<file path="src/rtl/lsu_pkg.sv">
package lsu_pkg;
  typedef enum logic [1:0] {
    OP_LDA = 2'b00,
    OP_LDB = 2'b01,
    OP_STA = 2'b10,
    OP_STB = 2'b11
  } lsu_op_e;

  typedef enum logic [2:0] {
    S_IDLE,
    S_PTR,
    S_PWAIT,
    S_OPR,
    S_OWAIT,
    S_WRITE,
    S_DONE
  } seq_state_e;

  function automatic logic op_is_load(input lsu_op_e o);
    return !o[1];
  endfunction
endpackage

</file>
<file path="src/rtl/lsu_hop_ctr.sv">
module lsu_hop_ctr #(
  parameter int MAX_HOPS = 8
) (
  input  logic clk,
  input  logic rst,
  input  logic clr,
  input  logic inc,
  output logic at_limit
);
  localparam int CW = $clog2(MAX_HOPS + 1);
  localparam logic [CW-1:0] LIMIT = CW'(MAX_HOPS);

  logic [CW-1:0] cnt;

  always_ff @(posedge clk) begin
    if (rst || clr) cnt <= '0;
    else if (inc)   cnt <= cnt + 1'b1;
  end

  assign at_limit = (cnt == LIMIT);
endmodule

</file>
<file path="src/rtl/lsu_acc_regs.sv">
module lsu_acc_regs #(
  parameter int DATA_W = 16,
  parameter int NREG   = 2
) (
  input  logic              clk,
  input  logic              rst,
  input  logic [NREG-1:0]   we,
  input  logic [DATA_W-1:0] din,
  output logic [DATA_W-1:0] q [NREG]
);
  for (genvar g = 0; g < NREG; g++) begin : g_acc
    always_ff @(posedge clk) begin
      if (rst)        q[g] <= '0;
      else if (we[g]) q[g] <= din;
    end
  end
endmodule

</file>
<file path="src/rtl/lsu_seq.sv">
module lsu_seq
  import lsu_pkg::*;
#(
  parameter int DATA_W = 16,
  parameter int ADDR_W = 15
) (
  input  logic              clk,
  input  logic              rst,
  input  logic              start,
  input  logic [1:0]        op,
  input  logic [ADDR_W-1:0] addr,
  input  logic              ind,
  input  logic              chain_en,
  input  logic [DATA_W-1:0] mem_rdata,
  input  logic [DATA_W-1:0] acc_a,
  input  logic [DATA_W-1:0] acc_b,
  input  logic              hop_limit,
  output logic [ADDR_W-1:0] mem_addr,
  output logic              mem_rd,
  output logic              mem_wr,
  output logic [DATA_W-1:0] mem_wdata,
  output logic              done,
  output logic              err,
  output logic [1:0]        acc_we,
  output logic              hop_clr,
  output logic              hop_inc
);
  seq_state_e state;
  lsu_op_e    op_q;
  lsu_op_e    op_in;
  logic       chain_q;
  logic       follow;

  assign op_in  = lsu_op_e'(op);
  assign follow = chain_q && mem_rdata[DATA_W-1];

  always_ff @(posedge clk) begin
    if (rst) begin
      state     <= S_IDLE;
      op_q      <= OP_LDA;
      chain_q   <= 1'b0;
      mem_addr  <= '0;
      mem_rd    <= 1'b0;
      mem_wr    <= 1'b0;
      mem_wdata <= '0;
      done      <= 1'b0;
      err       <= 1'b0;
    end else begin
      mem_rd <= 1'b0;
      mem_wr <= 1'b0;
      done   <= 1'b0;
      err    <= 1'b0;
      unique case (state)
        S_IDLE: if (start) begin
          op_q     <= op_in;
          chain_q  <= chain_en;
          mem_addr <= addr;
          if (ind) begin
            state  <= S_PTR;
            mem_rd <= 1'b1;
          end else if (op_is_load(op_in)) begin
            state  <= S_OPR;
            mem_rd <= 1'b1;
          end else begin
            state     <= S_WRITE;
            mem_wr    <= 1'b1;
            mem_wdata <= (op_in == OP_STA) ? acc_a : acc_b;
          end
        end
        S_PTR:   state <= S_PWAIT;
        S_PWAIT: begin
          mem_addr <= mem_rdata[ADDR_W-1:0];
          if (follow) begin
            if (hop_limit) begin
              state <= S_DONE;
              done  <= 1'b1;
              err   <= 1'b1;
            end else begin
              state  <= S_PTR;
              mem_rd <= 1'b1;
            end
          end else if (op_is_load(op_q)) begin
            state  <= S_OPR;
            mem_rd <= 1'b1;
          end else begin
            state     <= S_WRITE;
            mem_wr    <= 1'b1;
            mem_wdata <= (op_q == OP_STA) ? acc_a : acc_b;
          end
        end
        S_OPR:   state <= S_OWAIT;
        S_OWAIT: begin
          state <= S_DONE;
          done  <= 1'b1;
        end
        S_WRITE: begin
          state <= S_DONE;
          done  <= 1'b1;
        end
        S_DONE:  state <= S_IDLE;
        default: state <= S_IDLE;
      endcase
    end
  end

  // operand arrives in S_OWAIT; accumulator is written on the edge into S_DONE
  assign acc_we[0] = (state == S_OWAIT) && (op_q == OP_LDA);
  assign acc_we[1] = (state == S_OWAIT) && (op_q == OP_LDB);
  assign hop_clr   = (state == S_IDLE);
  assign hop_inc   = (state == S_PTR);
endmodule

</file>
<file path="src/rtl/acc_xfer_unit.sv">
module acc_xfer_unit #(
  parameter int DATA_W   = 16,
  parameter int MAX_HOPS = 8
) (
  input  logic              clk,
  input  logic              rst,
  input  logic              start,
  input  logic [1:0]        op,
  input  logic [DATA_W-2:0] addr,
  input  logic              ind,
  input  logic              chain_en,
  output logic              done,
  output logic              err,
  output logic [DATA_W-1:0] reg_a,
  output logic [DATA_W-1:0] reg_b,
  output logic [DATA_W-2:0] mem_addr,
  output logic              mem_rd,
  output logic              mem_wr,
  output logic [DATA_W-1:0] mem_wdata,
  input  logic [DATA_W-1:0] mem_rdata
);
  localparam int ADDR_W = DATA_W - 1;
  localparam int NREG   = 2;

  logic [NREG-1:0]   acc_we;
  logic [DATA_W-1:0] acc_q [NREG];
  logic              hop_clr, hop_inc, hop_limit;

  lsu_seq #(.DATA_W(DATA_W), .ADDR_W(ADDR_W)) u_seq (
    .clk(clk), .rst(rst), .start(start), .op(op), .addr(addr), .ind(ind),
    .chain_en(chain_en), .mem_rdata(mem_rdata), .acc_a(acc_q[0]), .acc_b(acc_q[1]),
    .hop_limit(hop_limit), .mem_addr(mem_addr), .mem_rd(mem_rd), .mem_wr(mem_wr),
    .mem_wdata(mem_wdata), .done(done), .err(err), .acc_we(acc_we),
    .hop_clr(hop_clr), .hop_inc(hop_inc)
  );

  lsu_acc_regs #(.DATA_W(DATA_W), .NREG(NREG)) u_regs (
    .clk(clk), .rst(rst), .we(acc_we), .din(mem_rdata), .q(acc_q)
  );

  lsu_hop_ctr #(.MAX_HOPS(MAX_HOPS)) u_hops (
    .clk(clk), .rst(rst), .clr(hop_clr), .inc(hop_inc), .at_limit(hop_limit)
  );

  assign reg_a = acc_q[0];
  assign reg_b = acc_q[1];
endmodule

</file>
<file path="config.mk">
export PLATFORM = sky130hd
export DESIGN_NAME = acc_xfer_unit
export DESIGN_NICKNAME = d
export VERILOG_FILES = /design/src/rtl/lsu_pkg.sv /design/src/rtl/lsu_hop_ctr.sv /design/src/rtl/lsu_acc_regs.sv /design/src/rtl/lsu_seq.sv /design/src/rtl/acc_xfer_unit.sv
export SDC_FILE = /design/constraint.sdc
export NUM_CORES = 1
export LEC_CHECK = 0
export BUFFER_PORTS_ARGS = -buffer_cell sky130_fd_sc_hd__buf_2
export CAP_MARGIN = 20
export CORE_MARGIN = 1
export CORE_UTILIZATION = 40
export CTS_BUF_LIST = sky130_fd_sc_hd__clkbuf_8
export DETAILED_ROUTE_END_ITERATION = 16
export GPL_TIMING_DRIVEN = 0
export PLACE_DENSITY = 0.67
export SLEW_MARGIN = 20
export SYNTH_ARGS = -nofsm -noshare
export SYNTH_HDL_FRONTEND = slang
export SYNTH_HIERARCHICAL = 1
export SYNTH_SLANG_ARGS = --single-unit
</file>
<file path="constraint.sdc">
create_clock -name clk -period 3.79 [get_ports clk]
set_input_delay 0.5685 -clock clk [delete_from_list [all_inputs] [get_ports clk]]
set_output_delay 0.5685 -clock clk [all_outputs]
set_load 0.01 [all_outputs]
</file>
# After elaboration in Yosys (flattened, before gate mapping)
# Index checks and enable logic that the tools add are counted.
[totals]
out_inout_bits = 67
input_bits = 38
elab_cells = 73
reg_bits = 77
[op_classes]
n_eq_ne = 14
add_sub_neg = 1
muxes = 33
bitwise = 1
reduce_logical = 12
[op_table]
columns = ["cell", "n"]
rows = [
  ["two-way mux 16 bit", 7],
  ["one-hot mux 16 bit (2 select lines)", 1],
  ["one-hot mux 15 bit (2 select lines)", 1],
  ["two-way mux 3 bit", 6],
  ["two-way mux 15 bit", 1],
  ["one-hot mux 3 bit (5 select lines)", 1],
  ["two-way mux 1 bit", 13],
  ["inequality test 2 bit (second input constant)", 4],
  ["== test 3 x 2 -> 1 bit (second input constant)", 2],
  ["== test 3 bit (second input constant)", 2],
  ["one-hot mux 1 bit (2 select lines)", 3],
  ["AND reduction 6 bit", 1],
  ["adder 4 x 1 -> 4 bit (second input constant)", 1],
  ["== test 2 bit (second input constant)", 2],
  ["== test 4 bit (second input constant)", 1],
  ["AND reduction 2 bit", 2],
  ["OR reduction 2 bit", 2],
  ["== test 3 x 1 -> 1 bit (second input constant)", 1],
  ["logical AND 1 bit", 3],
  ["logical NOT 3 bit", 1],
  ["== test 2 x 1 -> 1 bit (second input constant)", 1],
  ["logical NOT 2 bit", 1],
  ["inequality test 2 x 1 -> 1 bit (second input constant)", 1],
  ["nonzero test 2 bit", 1],
  ["2 further kinds", 2],
]

# Depth between registers and ports, before layout
# Gate-level depths: netlist of the first run.
[logic_depth]
word_depth = 6
depth_mapped = 8
depth_no_buf = 7

# Hierarchy
# Netlist of the first run, hierarchy kept.
[by_module_without_submodules]
columns = ["mod", "seq_area_each_um2", "cells_per_inst", "area_per_inst_um2", "n_inst"]
rows = [
  ["lsu_seq", 820.8, 237, 1999.4, 1],
  ["lsu_acc_regs", 640.6, 103, 1157.4, 1],
  ["lsu_hop_ctr", 80.1, 21, 216.5, 1],
]

# Worst setup path after synthesis of the first run
# Ideal clock, no wire load.
[synth_timing]
kind = "register to register"
start = "register u_seq.state[0]"
end = "register u_seq.mem_wdata[14]"
stages_incl_launch_ff = 9
path_slack_ns = 2.073
t_arrival_ns = 1.584
t_required_ns = 3.657
period_less_slack_ns = 1.717
path_cell_list = "dfxtp_1 buf_2 or3b_1 buf_2 and2_1 buf_2 buf_2 a22oi_1 a311oi_1"
[synth_between]
elab_chain_len = 3
[synth_lines]
columns = ["item", "line_no", "source"]
rows = [
  ["start, declared", "lsu_seq.sv:28", "seq_state_e state;"],
  ["start signal, assigned", "lsu_seq.sv:39", "state <= S_IDLE;"],
  ["start signal, assigned", "lsu_seq.sv:59", "state <= S_PTR;"],
  ["start signal, assigned", "lsu_seq.sv:62", "state <= S_OPR;"],
  ["== test 3 x 2 -> 1 bit or logical NOT 3 bit (tied branches)", "lsu_seq.sv:53", "unique case (state)"],
  ["inequality test 2 x 1 -> 1 bit (no source line) (tied with other cells)", "n/a", ""],
  ["AND reduction 6 bit (no source line)", "n/a", ""],
  ["end signal, assigned", "lsu_seq.sv:67", "mem_wdata <= (op_in == OP_STA) ? acc_a : acc_b;"],
  ["end signal, assigned", "lsu_seq.sv:88", "mem_wdata <= (op_q == OP_STA) ? acc_a : acc_b;"],
  ["end, declared", "lsu_seq.sv:21", "output logic [DATA_W-1:0] mem_wdata,"],
]
# Parallel ways exist; a longest one is shown, timed or not.
# A chain may end at the register's enable or synchronous reset.

# Worst setup path after layout of the first run
[layout_timing]
start = "register u_seq.state[1]"
end = "register u_seq.mem_wdata[0]"
# Same word-level chain as after synthesis.

==> flow_results.org, run 1 <==
** Layout
- Share of layout cells above drive strength 1 :: 28.7%
- Leaving out filler cells and counting taps, the final layout contains 585.
- Number of inserted diodes :: 0
- Compared with the post-synthesis result, the final layout area differs by 24.0%.
- For this run, the post-layout net count is 516.

** GRT
- Global-route wire length before repair :: 15.0 mm
- Entering global routing, the biggest net connects 12 pins.
- Global routing consumed, over all layers together, 22.5% of the routing resources.
- Total overflow reported by the global router :: 0
- The initial antenna violation count came to 0.
- The via count of the first global-routing pass came to 2968.

** Detailed routing
- The pre-antenna-repair detailed-routing pass consisted of 5 iterations.
- Routed wire per std cell :: 16.4 um
- Total routed wirelength :: 9.60 mm
- Count of nets left with antenna violations after detail routing :: 0
- Total number of vias :: 3174
- In the routed layout, each cell is associated on average with a via count of 5.43.
- For this run, design rule violations remaining after detail routing come to 0.
- DR iter-0 viols :: 113

** Clock tree
- Clock tree from TritonCTS :: done
- In this run the post-CTS setup repair buffer count came out at 0.
- Total number of clock tree sinks :: 77
- Number of instances resized during post-cts repair :: 0
- The clock passes through at most 2 buffers.
- Clock-pin slew was measured on the worst setup and hold paths at 80 ps.
- Clock latency on the worst-skew pair :: 340 ps
- CTS root buf :: clkbuf_8
- Deepest level of the CTS H-tree :: 3
- In this run, post-CTS hold repair placed 0 buffers.
- The number of clock buffers added by TritonCTS is 9.

** Synth
- The synthesized netlist contains 39 unique library cells.
- Post-synth top area share :: 45.7%
- Warning count from the yosys run :: 6
- Most instantiated flip-flop cell in the synthesis netlist :: dfxtp_1
- In the synthesized netlist, the number of instances is 361.
- The average instance in the mapped netlist occupies 9.34 um^2.
- After synthesis the netlist holds a flip-flop and latch count of 77.
- The biggest area contributor in the post-synthesis netlist is dfxtp_1.
- Ranked by total cell area, the synthesized netlist is headed by dfxtp_1, mux2i_1, nor2_1, a311oi_1, a22oi_1.
- Number of flops mapped to enable cells by yosys :: 0
- Synthesis produced a netlist with a net count of 401.
- After synthesis the cells add up to 3370 um^2.
- Seq/Total Area, Yosys :: 45.7%
- Of all flip-flops after synthesis, the portion carrying an async set or reset was 0%.

** Floorplan
- After floorplanning, the core was divided into 33 placement rows.
- DIE AREA :: 8800 um^2
- Once the floorplan was initialized, standard cells occupied 41.3% of the core.
- Total core area :: 8180 um^2
- From left edge to right edge, the die measures 93.8 um.
- Number of top-level design ports :: 105
- Die Y :: 93.8 um

** Setup path
- Max Fanout on Critical Path :: 10
- The worst setup path is launched from a flop.
- Data on the critical path arrives at its endpoint at 2490 ps.
- At the worst endpoint, the required time is 3990 ps.
- Type of element capturing the critical path :: flop
- Type of the setup path with the least slack :: flop to flop

** Timing
- Max-slew violation count :: 0
- Setup TNS :: 0 ps
- Setup violations remaining at the end of the flow were counted as 0.
- For this run, the top clock speed supported by timing is 437 MHz.
- Period utilisation layout :: 60.4%
- Counting I/O delays and the setup requirement, the final critical path takes 2290 ps.
- The count of final hold-check violations is 0.
- On the final layout, the worst clock skew is 8.81 ps.
- Across all setup checks in the final design, the least slack found is 1500 ps.
- At the pin with the least slew margin, the transition time is 757 ps.
- Unrepaired setup endpoints after global routing :: false
- Worst max-slew margin expressed relative to the limit :: 49.3%

** Power and ir drop
- Across the VDD grid, the largest voltage drop is 282 uV.
- Reported leakage power :: 1.76 nW
- Dividing total power by cell area gives a power density of 628 nW/um^2.

** Placed design
- Detailed-placement wirelength estimate :: 6.96 mm
- Including well taps, the total number of placed cells is 570.
- Input and output buffers added on the ports amount to 104.
- Routability congestion estimate from global placement :: 0.795
- Timing analysis after detailed placement gives a worst setup slack of 1530 ps.

** Outcome
- The flow ran to the end, and the final reports show no timing, DRC or antenna violations.

** Flow run
- Reported max-cap violation count :: 0

** Hold path
- Worst hold path type :: primary input to flop
-- path summary, 6_finish.rpt --
kind / cells past startpoint / slack [ps] / from / to
worst min-delay path: 3 / 470 / chain_en / u_seq/chain_q$_SDFFE_PP0P_
worst max register to register: 5 / 1500 / u_seq/state[1]$_SDFFE_PP0P_ / u_seq/mem_wdata[0]$_SDFFE_PP0P_
worst min register to register: 2 / 500 / u_seq/mem_wdata[2]$_SDFFE_PP0P_ / u_seq/mem_wdata[2]$_SDFFE_PP0P_
worst max-delay path: 5 / 1500 / u_seq/state[1]$_SDFFE_PP0P_ / u_seq/mem_wdata[0]$_SDFFE_PP0P_
-- cells in the mapped netlist, drive strengths merged (2+ instances only) --
cell type  number
o21ai           5
and3            2
mux2i          36
nand2          33
a21oi           7
nor2b           5
buf            17
dfxtp          77
a22oi          30
a311oi         31
ha              2
nor2           75
nor3            2
inv             3
and4b           2
nor3b           4
clkbuf         13
-- cells by family after synthesis --
family / synth area share (%)
AOI/OAI and AO/OA: 18.5
xor gates and xnor gates: 0.260
adders and majority gates: 0.742
buffers and inverters: 6.08
DFF: 45.7
muxes: 11.1
and+or+nand+nor: 17.6
-- layout by cell type (no fill, tap or decap), drive strengths merged, types with 2 or more instances in the layout --
cell type / n
a21oi: 7
a22oi: 30
a311oi: 31
and3: 2
and4b: 2
buf: 121
clkbuf: 23
clkinv: 2
dfxtp: 77
ha: 2
inv: 6
mux2i: 36
nand2: 33
nor2: 75
nor2b: 5
nor3: 2
nor3b: 4
o21ai: 5
-- worst max-delay path: stages (launching register included) --
cell	delay [ps]
dfxtp_1	450
nor3b_2	680
nor2_1	320
clkbuf_1	330
a22oi_1	260
a311oi_1	120
-- state kept, by name, summed over array words and instances, names as in the netlist --
signal,count
u_regs/q,32
u_seq/mem_wdata,16
u_seq/mem_addr,15
u_hops/cnt,4
u_seq/state,3
u_seq/op_q,2
u_seq/chain_q,1
u_seq/done,1
u_seq/err,1
u_seq/mem_rd,1
u_seq/mem_wr,1
-- per-stage QoR --
step	util (%)	hold WS [ps]	cell area (um^2)	total power [mW]
2_1_floorplan	-	475	3370	1.76
3_3_place_gp	49.2	483	4030	2.08
3_5_place_dp	49.2	492	4030	2.11
4_1_cts	51.2	455	4180	2.64
5_1_grt	51.2	489	4180	2.80
6_report	51.2	469	4180	2.63
-- cell type report --
type	instances	area (um^2)
sequential	77	1540
clock buffer	10	138
clock inverter	5	21.3
inverter	3	11.3
fill	819	3990
multi-input combinational	251	1630
timing repair buffer	104	520
buffer	30	194
tap	105	131
-- report_power, final --
part           switching [mW]  leakage, nW  internal (mW)
clock network           0.284       0.0957          0.243
registers               0.105        0.627          0.971
logic                   0.629         1.04          0.397
-- per-layer routing --
metal | wire [um] | global-route usage, % | share of wire (%)
met1 | 4130 | 28.6 | 43
met5 | 0 | 0 | 0
met2 | 4550 | 37.2 | 47
met4 | 127 | 8.33 | 1.3
met3 | 790 | 4.85 | 8.2
(Power assumes the default switching activity.)
==> inputs of run 2 (changes only) <==
==> constraint.sdc (replaced) <==
create_clock -name clk -period 2.2 [get_ports clk]
set_input_delay 0.33 -clock clk [delete_from_list [all_inputs] [get_ports clk]]
set_output_delay 0.33 -clock clk [all_outputs]
set_load 0.01 [all_outputs]
==> run 2 against run 1 <==
Sequential share of layout area is 0.077 points lower; clock-buffer cell count is the same; maximum frequency up 13%; register-to-register slack worse by 1300 ps; core utilization is 0.11 points higher.
==> flow_results.org, run 2 (synthesis results as in run 1) <==
** Outcome
- Run status :: finished clean

** Layout
- Number of filler instances in the final layout :: 816
- Number of inserted diodes :: 0
- The final layout contains 516 nets.
- Flip-flop and latch area :: 1540 um^2
- Register bank with the most flops :: u_regs/q
- Most frequent standard cell in the layout excluding fill and tap cells :: buf_2
- The register with the most flip-flops in the layout has 32 of them.
- In the final layout, the share of cells above drive strength 1 is 29.0%.
- Multi-input gate area :: 1640 um^2
- Commonest cells after routing, fill and taps aside :: buf_2, dfxtp_1, nor2_1
- Summed area of non-filler cells in the final layout :: 4190 um^2
- In the final layout, the registers with the most flip-flops are u_regs/q: 32 flops, u_seq/mem_wdata: 16 flops, u_seq/mem_addr: 15 flops.
- Area growth syn-to-layout :: 24.3%

** Setup path
- Crit-path max cell delay :: 540 ps
- In this run the number of cells on the critical path is 4.
- Worst path bufs/invs :: 1
- Critical path destination :: u_seq/mem_addr[9]$_SDFFE_PP0P_
- Cell with the largest stage delay on the worst path :: nor3b_4
- Data arrives at the worst endpoint at 2280 ps.
- Type of the setup path with the least slack :: flop to flop
- Setup slack on the worst reg-to-reg path comes out at 170 ps.
- Data required, critical path :: 2450 ps
- Crit path launch type :: flop
- Tracing the worst setup path back leads to its startpoint at u_seq/state[1]$_SDFFE_PP0P_.
- The endpoint identified for the worst register-to-register timing path is u_seq/mem_addr[9]$_SDFFE_PP0P_.
- Type of element capturing the critical path :: flop
- R2r worst-path depth :: 4
- The startpoint identified for the worst register-to-register timing path is u_seq/state[1]$_SDFFE_PP0P_.
- Critical path cell sequence :: nor3b_4 > clkbuf_1 > nand2_1 > a311oi_1
- Max Fanout on Critical Path :: 10
- Grouping stages by cell kind, the critical path spends the most delay in simple AND/OR/NAND/NOR gates.

** Placed design
- OpenSTA, run right after detailed placement, puts the worst setup slack at -55.0 ps.
- Cell area after placement :: 4030 um^2
- Detailed placement ended at an HPWL of 6.96 mm.
- Buffers placed on the I/O ports in this run total 104.
- The congestion estimate from routability-driven global placement came to 0.795.

** GRT
- The total overflow left after global routing is 0.
- Global-route wire length before repair :: 15.0 mm
- The via count of the first global-routing pass came to 2968.
- GR Util All Layers :: 22.5%
- Entering global routing, the biggest net connects 12 pins.
- Initial antenna violation count :: 0

** Power and ir drop
- The worst-case IR drop observed on VDD is 485 uV.
- Switching power share of the total :: 38.8%
- Summed over all nets, the switching power comes to 1.76 mW.
- Share of power burned in registers :: 40.8%
- Part of the power in the clock network :: 20.0%
- Power spread over the standard cell area amounts to 1080 nW/um^2.
- Combinational group share of total power :: 39.2%
- In this run the static leakage power is 1.76 nW.
- Cell internal power was estimated by the tool at 2.78 mW.

** Flow run
- Across the run, the number of max-cap violations was 0.

** Clock tree
- Total number of clock tree sinks :: 77
- Clock tree from TritonCTS :: done
- Clock-pin slew was measured on the worst setup and hold paths at 80 ps.
- Total clock buffers created by CTS :: 9
- CTS root buf :: clkbuf_8
- Clock latency on the worst-skew pair :: 340 ps
- The longest clock path from root to sink contains 2 buffers.
- Deepest level of the CTS H-tree :: 3

** Detailed routing
- The first detailed-routing pass ran for 5 iterations.
- Total met3 wirelength after detailed routing :: 783 um
- The count of nets left with antenna violations once routing finished came out at 0.
- DRC violation count after routing :: 0
- Uppermost routed layer :: met4
- Routed length on met2 :: 4.59 mm
- DR iter-0 viols :: 135
- Total number of vias :: 3199
- Total routed wirelength :: 9.64 mm
- Routed wire per std cell :: 16.5 um
- Via density :: 5.47
- Met1 wire length :: 4.14 mm

** Timing
- Setup TNS :: 0 ps
- Fin Clk Skew :: 8.28 ps
- Transition time at the pin with the least slew margin :: 734 ps
- Setup violations remaining at the end of the flow were counted as 0.
- After layout, the worst path uses 92.2% of the clock period.
- Max-slew violation count :: 0
- Min cycle time layout :: 2030 ps
- Max frequency :: 493 MHz
- The count of final hold-check violations came to 0.
- Unrepaired setup endpoints after global routing :: false
- Once routing completed, OpenROAD measured the worst setup slack at 171 ps.
- Worst max-slew margin expressed relative to the limit :: 50.9%

** Floorplan
- Die width :: 93.8 um
- Num rows :: 33
- Total core area :: 8180 um^2
- Once the floorplan was initialized, standard cells occupied 41.3% of the core.
- Number of top-level design ports :: 105
- The die covers 8800 um^2.
- The floorplan step set the die height to 93.8 um.

** Hold path
- The worst hold path belongs to the class primary input to flop.
-- run 2: changes by cell type in the layout (fill, tap and decap cells not counted) --
cell | before | now
nor2_1 | 75 | 74
nor2_2 | 0 | 1
nor3b_2 | 1 | 0
nor3b_4 | 0 | 1
-- run 2: timing repair --
action	in CTS	in global routing
resized for setup	1	1
hold endpoints to repair	0	0
setup endpoints to repair	10	9
hold buffers	0	0
buffers inserted	0	0
-- run 2: worst min-delay path by stage --
stage	slack, ps	from	end	cells after the start
6_report	230	chain_en	u_seq/chain_q$_SDFFE_PP0P_	3
4_1_cts	220	chain_en	u_seq/chain_q$_SDFFE_PP0P_	3
2_1_floorplan	400	rst	u_regs/q[15]$_SDFFE_PP0P_	1
5_1_grt	250	addr[5]	u_seq/mem_addr[5]$_SDFFE_PP0P_	3
3_5_place_dp	490	u_seq/mem_wdata[2]$_SDFFE_PP0P_	u_seq/mem_wdata[2]$_SDFFE_PP0P_	2
3_3_place_gp	480	u_seq/mem_wdata[13]$_SDFFE_PP0P_	u_seq/mem_wdata[13]$_SDFFE_PP0P_	2
-- run 2: metrics by stage --
stage          instances  utilization, %  hold slack [ps]  total power, mW
2_1_floorplan        361               -              402             3.03
3_3_place_gp         570            49.2              483             3.59
3_5_place_dp         570            49.2              492             3.64
4_1_cts              585            51.3              217             4.56
5_1_grt              585            51.3              250             4.83
6_report             585            51.3              232             4.55
-- run 2: cell type report --
cell class	count	share of cell area (%)
Clock inverter	5	0.507
Tap cell	105	3.13
Buffer	30	4.63
Inverter	3	0.269
Timing Repair Buffer	104	12.4
Sequential cell	77	36.8
Clock buffer	10	3.28
Multi-Input combinational cell	251	39.0
-- run 2: tightest hold or removal path: cells and delay by family --
family                 cells  cell delay (ps)
multiplexers               1               60
buffers and inverters      1               80
AND/OR/NAND/NOR            1               70
-- run 2: power groups by stage --
| stage | Sequential [mW] | Clock, mW | Combinational (mW) |
|---|---|---|---|
| 5_1_grt | 1.90 | 0.990 | 1.95 |
| 6_report | 1.86 | 0.910 | 1.78 |
| 2_1_floorplan | 1.97 | 0 | 1.06 |
| 4_1_cts | 1.86 | 0.936 | 1.77 |
| 3_5_place_dp | 1.88 | 0 | 1.75 |
| 3_3_place_gp | 1.87 | 0 | 1.72 |
-- run 2: routing by layer --
metal / global-route usage (%) / vias up
met4: 8.33 / 0
met1: 28.6 / 1514
li1: - / 1539
met2: 37.2 / 136
met3: 4.85 / 10
met5: 0 / -
==> inputs of run 3 (changes only) <==
--- a/config.mk
+++ b/config.mk
@@ -13,6 +13,7 @@
 export DETAILED_ROUTE_END_ITERATION = 16
 export GPL_TIMING_DRIVEN = 0
 export PLACE_DENSITY = 0.67
+export RECOVER_POWER = 50
 export SLEW_MARGIN = 20
 export SYNTH_ARGS = -nofsm -noshare
 export SYNTH_HDL_FRONTEND = slang
==> run 3 against run 2 <==
Register-to-register slack is essentially flat; die area is the same; cell area shrank 2.0%; sequential cell count is the same; global-route usage is the same; via count shrank 1.1%; critical path type unchanged.
==> flow_results.org, run 3 (synthesis results as in run 1) <==
** Floorplan
- Die Y :: 93.8 um
- DIE AREA :: 8800 um^2
- Total core area :: 8180 um^2
- Pin placement for this block handled 105 I/O pins.
- In this run the core area contains 33 standard-cell rows.
- The initial utilization of the core area, before any placement, comes to 41.3%.
- In this run the horizontal extent of the chip is 93.8 um.

** Clock tree
- Post-CTS timing repair inserted 0 buffers for setup.
- Clock latency on the worst-skew pair, taken at its later pin, is 340 ps.
- Total number of clock tree sinks :: 77
- In this run the clock root is driven by a clkbuf_8.
- Total clock buffers created by CTS :: 9
- Deepest level of the CTS H-tree :: 3
- TritonCTS built the clock tree.
- Buffers inserted to repair hold after CTS numbered 0.
- The clock passes through at most 2 buffers.
- Clock-pin slew was measured on the worst setup and hold paths at 80 ps.

** Timing
- The worst path uses 92.6% of the clock period.
- Measured against its own limit, the worst slew margin works out to 50.9%.
- Setup slack on the critical path of the routed design comes to 163 ps.
- The count of final hold-check violations came to 0.
- Setup repair after global routing left no endpoint under its margin.
- The number of max-slew violations in the final report came to 0.
- Adding up every negative setup slack in the final design gives 0 ps.
- At the pin with the least slew margin, the transition time is 734 ps.
- Hold WS :: 231 ps
- Fin Clk Skew :: 8.73 ps
- Min cycle time layout :: 2040 ps
- Final number of setup-violating endpoints :: 0
- Static timing analysis puts the maximum clock frequency at 491 MHz.

** GRT
- For this run, global-route usage on met1 was measured as 28.6%.
- GR Util All Layers :: 22.5%
- Highest-utilization routing layer at the global route stage :: met2
- For this run the aggregate overflow at the end of global routing stands at 0.
- Met2 usage :: 37.2%
- The initial antenna violation count is 0.
- Met3 demand-to-capacity share in global routing :: 4.85%
- Largest net degree at the start of global routing :: 12
- Number of global-route vias before repair :: 2968
- The first global-routing pass estimated 15.0 mm of wire.

** Setup path
- In this run the worst path has a maximum fanout of 10.
- STA puts the critical path data required time at 2450 ps.
- Type of the setup path with the least slack :: flop to flop
- The worst setup path is launched from a flop.
- Type of element capturing the critical path :: flop
- Data arrival time of the worst path :: 2290 ps

** Placed design
- Detailed-placement wirelength estimate :: 6.96 mm
- Pre-CTS WS :: -55.0 ps
- Routability congestion estimate from global placement :: 0.795
- In this run the tool buffered the top-level ports with 104 buffer cells.

** Detailed routing
- For this block, the initial DRC count from the detailed router was 121.
- Wires add up to 9.60 mm.
- Routed wire per std cell :: 16.4 um
- Once detail routing completed, the nets flagged for antenna violations numbered 0.
- Total number of vias :: 3165
- After detailed routing, the number of remaining DRC violations is 0.
- In the routed layout, each cell is associated on average with a via count of 5.41.
- Before antenna repair, the detailed router went through 5 iterations.

** Layout
- Number of flip-flops in the largest register :: 32
- Leaving out fill and tap cells, the most frequent cell in the layout is clkbuf_1.
- Register bank with the most flops :: u_regs/q
- After the last flow step, the layout net total stands at 516.
- Of the cells placed in the final design, the portion with a size suffix greater than 1 is 15.0%.
- Registers with the most flip-flops :: u_regs/q: 32 flops, u_seq/mem_wdata: 16 flops, u_seq/mem_addr: 15 flops
- Area growth syn-to-layout :: 21.8%
- Number of inserted diodes :: 0
- Leaving out fill and tap cells, the most frequent cells in the layout are clkbuf_1, dfxtp_1, nor2_1.

** Power and ir drop
- Worst vdd ir :: 474 uV
- Power spread over the standard cell area amounts to 1090 nW/um^2.
- Total power for the finished layout comes to 4.49 mW.
- Reported leakage power :: 1.48 nW

** Outcome
- Run status :: finished clean

** Flow run
- Across the run, the number of max-cap violations was 0.

** Hold path
- The worst hold path belongs to the class primary input to flop.
## run 3: timing repair
| action | CTS | global route |
|---|---|---|
| pin swaps | 0 | 0 |
| setup endpoints to repair | 10 | 9 |
| gates resized for setup | 1 | 1 |
## run 3: routing by layer
metal | vias to the layer above | wire [um] | part of all wire, %
li1 | 1537 | - | -
met4 | 0 | 142 | 1.5
met1 | 1499 | 4210 | 44
met5 | - | 0 | 0
met3 | 11 | 664 | 6.9
met2 | 118 | 4580 | 48
## run 3: power breakdown
part | switching [mW] | internal (mW)
combinational | 1.09 | 0.631
clock | 0.489 | 0.419
sequential | 0.191 | 1.67
## run 3: path summary, 6_finish.rpt
path / startpoint / end / slack [ps] / cells past startpoint
max: u_seq/state[1]$_SDFFE_PP0P_ / u_seq/mem_addr[9]$_SDFFE_PP0P_ / 160 / 4
min: chain_en / u_seq/chain_q$_SDFFE_PP0P_ / 230 / 3
min reg2reg: u_seq/mem_addr[9]$_SDFFE_PP0P_ / u_seq/mem_addr[9]$_SDFFE_PP0P_ / 500 / 2
max reg2reg: u_seq/state[1]$_SDFFE_PP0P_ / u_seq/mem_addr[9]$_SDFFE_PP0P_ / 160 / 4
## run 3: critical path, stage by stage (launching register included)
cell and delay [ps]:
dfxtp_1 460, nor3b_4 550, clkbuf_1 500, nand2_1 160
a311oi_1 270
## run 3: cell type report
type | count | area (um^2)
tap | 105 | 131
buffer | 30 | 194
multi-input combinational | 251 | 1640
timing repair buffer | 104 | 437
clock inverter | 5 | 21.3
fill | 835 | 4070
clock buffer | 10 | 138
inverter | 3 | 11.3
sequential | 77 | 1540
## run 3: through the flow
step | utilization [%] | cell area [um^2] | std cells
global route | 50.3 | 4110 | 585
finish | 50.3 | 4110 | 585
detailed placement | 49.2 | 4030 | 570
floorplan | - | 3370 | 361
global placement | 49.2 | 4030 | 570
CTS | 51.3 | 4190 | 585
